### config.mk
export PLATFORM = sky130hd
export DESIGN_NAME = ccr_ctrl
export DESIGN_NICKNAME = d
export VERILOG_FILES = /design/src/rtl/ccr_pkg.sv /design/src/rtl/ccr_phase.sv /design/src/rtl/ccr_track.sv /design/src/rtl/ccr_regs.sv /design/src/rtl/ccr_ctrl.sv
export SDC_FILE = /design/constraint.sdc
export NUM_CORES = 1
export LEC_CHECK = 0
export BUFFER_PORTS_ARGS = -buffer_cell sky130_fd_sc_hd__buf_2
export CAP_MARGIN = 5
export CORE_ASPECT_RATIO = 1.1
export CORE_MARGIN = 1
export CORE_UTILIZATION = 45
export CTS_BUF_LIST = sky130_fd_sc_hd__clkbuf_4 sky130_fd_sc_hd__clkbuf_8
export CTS_CLUSTER_DIAMETER = 80
export DETAILED_ROUTE_END_ITERATION = 7
export GPL_TIMING_DRIVEN = 0
export PLACE_DENSITY = 0.82
export REMOVE_ABC_BUFFERS = 1
export SLEW_MARGIN = 20
export SYNTH_ARGS = -nofsm -noshare
export SYNTH_HDL_FRONTEND = slang
export SYNTH_SLANG_ARGS = --single-unit
export TNS_END_PERCENT = 5
### constraint.sdc
create_clock -name clk -period 1.3 [get_ports clk]
set_input_delay 0.26 -clock clk [delete_from_list [all_inputs] [get_ports clk]]
set_output_delay 0.26 -clock clk [all_outputs]
set_load 0.005 [all_outputs]
### src/rtl/ccr_pkg.sv
package ccr_pkg;
  localparam int unsigned CCR_DW     = 16;
  localparam int unsigned CCR_FLAG_W = 4;
  localparam int unsigned CCR_LOAD_W = 6;
endpackage

### src/rtl/ccr_phase.sv
module ccr_phase (
  input  logic clk,
  input  logic rst,
  input  logic ck1,
  output logic ck1_high,
  output logic ck1_fall
);
  logic ck1_q;

  always_ff @(posedge clk) begin
    if (rst) ck1_q <= 1'b0;
    else     ck1_q <= ck1;
  end

  assign ck1_high = ck1;
  assign ck1_fall = ck1_q & ~ck1;

  // a falling transition lasts a single cycle
  a_r3_fall_single: assert property (@(posedge clk) disable iff (rst)
    ck1_fall |=> !ck1_fall);
endmodule

### src/rtl/ccr_track.sv
module ccr_track (
  input  logic clk,
  input  logic rst,
  input  logic wr_sw,
  input  logic cc_on,
  input  logic cc_off,
  input  logic ck1_fall,
  output logic fb_en,
  output logic ccon_step,
  output logic wr_step
);
  always_ff @(posedge clk) begin
    if (rst) begin
      fb_en     <= 1'b1;
      ccon_step <= 1'b0;
      wr_step   <= 1'b0;
    end else begin
      if (cc_on)       fb_en <= 1'b1;
      else if (cc_off) fb_en <= 1'b0;
      if (cc_on)         ccon_step <= 1'b1;
      else if (ck1_fall) ccon_step <= 1'b0;
      if (wr_sw)         wr_step <= 1'b1;
      else if (ck1_fall) wr_step <= 1'b0;
    end
  end

  a_r5_arm: assert property (@(posedge clk) disable iff (rst)
    cc_on |=> fb_en);
  a_r7_disarm: assert property (@(posedge clk) disable iff (rst)
    (cc_off && !cc_on) |=> !fb_en);
  a_r2_single_cmd: assert property (@(posedge clk) disable iff (rst)
    $onehot0({wr_sw, cc_on, cc_off}));
endmodule

### src/rtl/ccr_regs.sv
module ccr_regs #(
  parameter int unsigned DW     = ccr_pkg::CCR_DW,
  parameter int unsigned FLAG_W = ccr_pkg::CCR_FLAG_W,
  parameter int unsigned LOAD_W = ccr_pkg::CCR_LOAD_W
) (
  input  logic              clk,
  input  logic              rst,
  input  logic              wr_sw,
  input  logic              cc_on,
  input  logic              alu_upd,
  input  logic              rd_stat,
  input  logic [DW-1:0]     wdata,
  input  logic [FLAG_W-1:0] alu_flags,
  input  logic              fb_en,
  input  logic              ccon_step,
  input  logic              wr_step,
  input  logic              ck1_high,
  input  logic              ck1_fall,
  output logic [DW-1:0]     status,
  output logic [DW-1:0]     sw,
  output logic [DW-1:0]     rd_data,
  output logic              rd_vld
);
  localparam int unsigned FLAG_LO = DW - FLAG_W;
  localparam int unsigned LOAD_LO = DW - LOAD_W;

  logic          xpar;
  logic          fb_fire;
  logic [DW-1:0] st_d;
  logic [DW-1:0] sw_d;

  assign xpar    = fb_en & ccon_step & ck1_high;
  assign fb_fire = fb_en & ck1_fall & ~wr_step;

  always_comb begin
    st_d = status;
    if (cc_on)        st_d[DW-1:LOAD_LO] = sw[DW-1:LOAD_LO];
    else if (xpar)    st_d[DW-1:FLAG_LO] = sw[DW-1:FLAG_LO];
    else if (alu_upd) st_d[DW-1:FLAG_LO] = alu_flags;
  end

  always_comb begin
    sw_d = sw;
    if (wr_sw)        sw_d = wdata;
    else if (fb_fire) sw_d[DW-1:FLAG_LO] = status[DW-1:FLAG_LO];
  end

  always_ff @(posedge clk) begin
    if (rst) begin
      status  <= '0;
      sw      <= '0;
      rd_data <= '0;
      rd_vld  <= 1'b0;
    end else begin
      status <= st_d;
      sw     <= sw_d;
      rd_vld <= rd_stat;
      if (rd_stat) rd_data <= status;
    end
  end

  a_r10_status_hold: assert property (@(posedge clk) disable iff (rst)
    (!cc_on && !alu_upd && !xpar) |=> $stable(status));
  a_r5_load: assert property (@(posedge clk) disable iff (rst)
    cc_on |=> status[DW-1:LOAD_LO] == $past(sw[DW-1:LOAD_LO]));
  a_r3_feedback: assert property (@(posedge clk) disable iff (rst)
    (ck1_fall && fb_en && !wr_step && !wr_sw) |=>
      sw[DW-1:FLAG_LO] == $past(status[DW-1:FLAG_LO]));
  a_r7_sw_hold: assert property (@(posedge clk) disable iff (rst)
    (!fb_en && !wr_sw) |=> $stable(sw));
  a_r2_write: assert property (@(posedge clk) disable iff (rst)
    wr_sw |=> sw == $past(wdata));
  a_r9_read: assert property (@(posedge clk) disable iff (rst)
    rd_stat |=> (rd_vld && rd_data == $past(status)));
endmodule

### src/rtl/ccr_ctrl.sv
module ccr_ctrl #(
  parameter int unsigned DW     = ccr_pkg::CCR_DW,
  parameter int unsigned FLAG_W = ccr_pkg::CCR_FLAG_W,
  parameter int unsigned LOAD_W = ccr_pkg::CCR_LOAD_W
) (
  input  logic              clk,
  input  logic              rst,
  input  logic              ck1,
  input  logic              wr_sw,
  input  logic              cc_on,
  input  logic              cc_off,
  input  logic              alu_upd,
  input  logic              rd_stat,
  input  logic [DW-1:0]     wdata,
  input  logic [FLAG_W-1:0] alu_flags,
  output logic [DW-1:0]     status_o,
  output logic [DW-1:0]     sw_o,
  output logic [DW-1:0]     rd_data,
  output logic              rd_vld
);
  logic ck1_high, ck1_fall;
  logic fb_en, ccon_step, wr_step;

  ccr_phase u_phase (
    .clk      (clk),
    .rst      (rst),
    .ck1      (ck1),
    .ck1_high (ck1_high),
    .ck1_fall (ck1_fall)
  );

  ccr_track u_track (
    .clk       (clk),
    .rst       (rst),
    .wr_sw     (wr_sw),
    .cc_on     (cc_on),
    .cc_off    (cc_off),
    .ck1_fall  (ck1_fall),
    .fb_en     (fb_en),
    .ccon_step (ccon_step),
    .wr_step   (wr_step)
  );

  ccr_regs #(.DW(DW), .FLAG_W(FLAG_W), .LOAD_W(LOAD_W)) u_regs (
    .clk       (clk),
    .rst       (rst),
    .wr_sw     (wr_sw),
    .cc_on     (cc_on),
    .alu_upd   (alu_upd),
    .rd_stat   (rd_stat),
    .wdata     (wdata),
    .alu_flags (alu_flags),
    .fb_en     (fb_en),
    .ccon_step (ccon_step),
    .wr_step   (wr_step),
    .ck1_high  (ck1_high),
    .ck1_fall  (ck1_fall),
    .status    (status_o),
    .sw        (sw_o),
    .rd_data   (rd_data),
    .rd_vld    (rd_vld)
  );

  a_r1_alu_cmd_excl: assert property (@(posedge clk) disable iff (rst)
    $onehot0({wr_sw, cc_on, cc_off, alu_upd, rd_stat}));
endmodule

# Yosys cells after proc, flatten, opt, wreduce, memory -nomap -nowiden
# Index checks and enable logic that the tools add are counted.
op_classes:
  mux: 8
  bitwise: 7
  reduce_logical: 5
op_table:
  columns: ["cell", "count"]
  rows:
  - ["$mux W4", 5]
  - ["$reduce_bool A2 Y1", 3]
  - ["$and A1 B1 Y1", 5]
  - ["$mux W1", 3]
  - ["$reduce_bool A3 Y1", 1]
  - ["$not A1 Y1", 2]
  - ["$reduce_or A2 Y1", 1]
totals:
  reg_bits: 33
  input_bits: 28
  wordCells: 30

# Logic depth before layout (Yosys ltp)
depth:
  word_depth: 6
  depth_mapped: 5

# Modules after synthesis
# A second synthesis with hierarchy kept.
hier_totals:
  hier_cells: 146
  area_unflattened_um2: 1451.4
by_module_without_submodules:
  columns: ["mod", "n_inst", "cells_per_inst", "area_per_inst_um2", "seq_area_each_um2"]
  rows:
  - ["ccr_regs", 1, 130, 1306.3, 580.6]
  - ["ccr_track", 1, 12, 102.6, 60.1]
  - ["ccr_phase", 1, 4, 42.5, 20.0]

# Worst setup path after synthesis
# No wires, ideal clock.
synth_timing:
  path_kind: "input -> register"
  start: "input port wr_sw"
  end: "register u_regs.sw[10]"
  setup_time_ps: 128
  arrival_time_ps: 973
  slack_ps: 200
  path_stages: 5
  n_path_buf: 3
  path_cell_list: "buf_2 > buf_4 > buf_6 > mux2i_1 > nor2_1"
synth_rtl:
  columns: ["element", "line", "rtl"]
  rows:
  - ["from (decl)", "ccr_ctrl.sv:9", "input logic wr_sw,"]
  - ["to (signal assigned)", "ccr_regs.sv:56", "sw <= sw_d;"]
  - ["to (decl)", "ccr_regs.sv:20", "output logic [DW-1:0] sw,"]

# Worst setup path after layout
layout_timing:
  start: "register u_track.wr_step"
  end: "register u_regs.sw[13]"
layout_via:
  elab_chain_cells: 3
layout_lines:
  columns: ["element", "line", "rtl"]
  rows:
  - ["from (decl)", "ccr_track.sv:10", "output logic wr_step"]
  - ["from (signal assigned)", "ccr_track.sv:16", "wr_step <= 1'b0;"]
  - ["from (signal assigned)", "ccr_track.sv:22", "if (wr_sw) wr_step <= 1'b1;"]
  - ["from (signal assigned)", "ccr_track.sv:23", "else if (ck1_fall) wr_step <= 1'b0;"]
  - ["$not A1 Y1", "ccr_regs.sv:33", "assign fb_fire = fb_en & ck1_fall & ~wr_step;"]
  - ["$and A1 B1 Y1", "ccr_regs.sv:33", null]
  - ["$reduce_bool A2 Y1 (no line)", null, null]
# Every way passes these cells.
# A chain may end at the register's enable or synchronous reset.

==> results.json <==
{
  "status": "completed",
  "clk_path_buf_depth": 2,
  "min_to": "u_track.fb_en",
  "hold_viol_final": 0,
  "rsz0062_at_grt": "no",
  "grt_overflow": 0,
  "ff2ff_setup_slack_ns": 0.10,
  "worstPathCellList": "and4bb_4 -> nor3_1 -> a2111oi_2",
  "p_total_mw": 2.193,
  "dieArea_sq_mm": 0.003362,
  "critPathSlowestCell": "a2111oi_2",
  "mostFrequentLayoutCells": "56 x buf_2, 32 x dfxtp_1, 27 x nor2_1, 24 x mux2i_1, 20 x conb_1",
  "fin_crit_ns": 1.197,
  "cp.required_ns": 1.53,
  "worst_pin_slew_ns": 0.6134,
  "ys_types": 20,
  "critPathCaptureType": "flip-flop",
  "portBuffers": 56,
  "fin_area_sq_mm": 0.001710,
  "cts_root_buffer": "clkbuf_4",
  "cts.sink_count": 33,
  "timing.fmax_mhz": 835.6,
  "power_density_mw_per_mm2": 1282,
  "vdd_ir_drop_max_v": 0.001091,
  "hold_path_class": "input port to flip-flop",
  "reg2reg_from": "u_track.wr_step",
  "die_w_microns": 55.38,
  "viasPerCell": 4.678,
  "drt-initial-drc-count": 19,
  "fillers": 267,
  "r2r_cells": 3,
  "wl_per_cell_microns": 11.13,
  "cts_hold_buffers": 0,
  "whs_ns": 0.1009,
  "start_util": 0.4900,
  "grt_pass1_vias": 910,
  "drcViolationCount": 0,
  "r2r-end": "u_regs.sw[13]",
  "setup_violations": 0,
  "synth_area_sq_mm": 0.001410,
  "setup-tns-final_ns": 0,
  "final_util": 0.5943,
  "cpPeakStageDelay_ns": 0.36,
  "fin_worst_skew_ns": 0.007749,
  "core_sq_mm": 0.002878,
  "drtAntennaViolNets": 0,
  "worstSetupPathType": "flip-flop to flip-flop",
  "hpwl_mm": 1.809,
  "dpl-instance-area_sq_mm": 0.001610,
  "mostFrequentLayoutCell": "buf_2",
  "start_kind": "flip-flop",
  "wirelength_mm": 2.561,
  "place_congestion": 0.7265,
  "synthCells": 142,
  "vias": 1076,
  "cts_tree": "yes",
  "syn_to_final_growth_pct": 21.30,
  "synth-seq-cells": 33,
  "grt_usage": 0.1616,
  "worstHoldStart": "cc_off",
  "cts_resized": 0,
  "antenna_found_initial": 0,
  "io_pins": 77,
  "leakagePower_nw": 0.8965,
  "synth-warning-count": 0,
  "slew_viol_final": 0,
  "relSlewSlack": 0.5911,
  "drive_above_1_share": 0.3604,
  "grt_pass1_wl_mm": 4.077,
  "cp_max_fo": 8,
  "cts_buffers": 5,
  "die_h_microns": 60.71,
  "nets": 224,
  "first_pass_iters": 4,
  "rows": 20,
  "diodes": 0,
  "synth.avg_cell_area_sq_um": 9.930,
  "maxCapViolCount": 0,
  "holdPathStages": 2,
  "cp.arrival_ns": 1.43,
  "post-cts-setup-buffer-count": 0,
  "insertion_delay_ns": 0.33,
  "cts_max_level": 2,
  "clk_pin_slew_worst_paths_ns": 0.10,
  "grt_max_degree": 34,
  "post-route-period-util": 0.9206,
  "ys_seq_area_frac": 0.4685
}
==> worst max-delay path by stage <==
stage	startpoint	end	slack (ns)	depth (start not counted)
2_1_floorplan	u_track.wr_step	u_regs.sw[12]	0.22	3
3_3_place_gp	wr_sw	u_regs.sw[14]	-0.05	3
3_5_place_dp	wr_sw	u_regs.sw[13]	-0.09	3
4_1_cts	u_track.ccon_step	u_regs.status[13]	0.01	3
5_1_grt	u_track.wr_step	u_regs.sw[15]	0.007	3
6_report	u_track.wr_step	u_regs.sw[13]	0.10	3
==> worst max-delay path, delay by kind of cell, from the launching register on <==
kind,cells,cell delay [ns]
AO/OA/AOI/OAI,1,0.36
flip-flops,1,0.32
AND/OR/NAND/NOR,2,0.42
==> cells by family (layout without fill, tap and decap cells) <==
| family | Yosys count | after routing | share of synthesized area |
|---|---|---|---|
| simple gates | 39 | 39 | 0.1296 |
| mux | 24 | 24 | 0.1704 |
| flops | 33 | 33 | 0.4685 |
| other cells | 1 | 20 | 0.002659 |
| compound gates | 12 | 12 | 0.07897 |
| buf+inv | 33 | 69 | 0.1499 |
==> synth_stat cells, drive strengths merged <==
library cell  instances  area (sq um)
dfxtp                33         660.6
nor2                 27         101.4
buf                  24         177.7
mux2i                24         240.2
inv                   5         18.77
a2111oi               4         60.06
a211oi                4         30.03
clkbuf                4         15.01
nor3                  4         20.02
nor3b                 4         30.03
a21oi                 2         10.01
nor2b                 2         12.51
a31oi                 1         6.260
and4bb                1         12.51
conb                  1         3.750
nand2b                1         6.260
o21ai                 1         5.000
==> through the flow <==
stage	setup WS, ns	std cells
CTS	0.01108	230
finish	0.1032	230
detailed placement	-0.08821	222
global route	0.007300	230
floorplan	0.2176	133
global placement	-0.05044	222
==> power breakdown <==
part	switching, mW	internal [mW]	leakage, nW
sequential	0.0387	1.07	0.272
combinational	0.135	0.131	0.576
clock	0.337	0.480	0.0489
total	0.511	1.68	0.897
==> metal layers <==
layer  GRT usage  vias up  wire length, microns
met5           0        -                     0
met3     0.07036        2                   173
li1            -      543                     -
met4     0.06429        0                     8
met2      0.2599       52                  1208
met1      0.1936      479                  1171
==> flip-flops by register name, indices dropped and copies added (netlist names) <==
signal and cells:
u_regs.rd_data 6, u_phase.ck1_q 1, u_track.wr_step 1, u_track.fb_en 1, u_regs.sw 16, u_regs.status 6, u_regs.rd_vld 1, u_track.ccon_step 1
==> cell type report <==
cell class              count  area [sq um]  area share
flip-flops and latches     33         661.9      0.3870
multi-input cells          95         619.3      0.3621
repair buffers             56         280.3      0.1639
clock buffers               7         58.81     0.03438
well taps                  33         41.29     0.02414
clock inverters             1         30.03     0.01756
inverters                   5         18.77     0.01097
No activity file was read; power rests on OpenSTA's default activity.
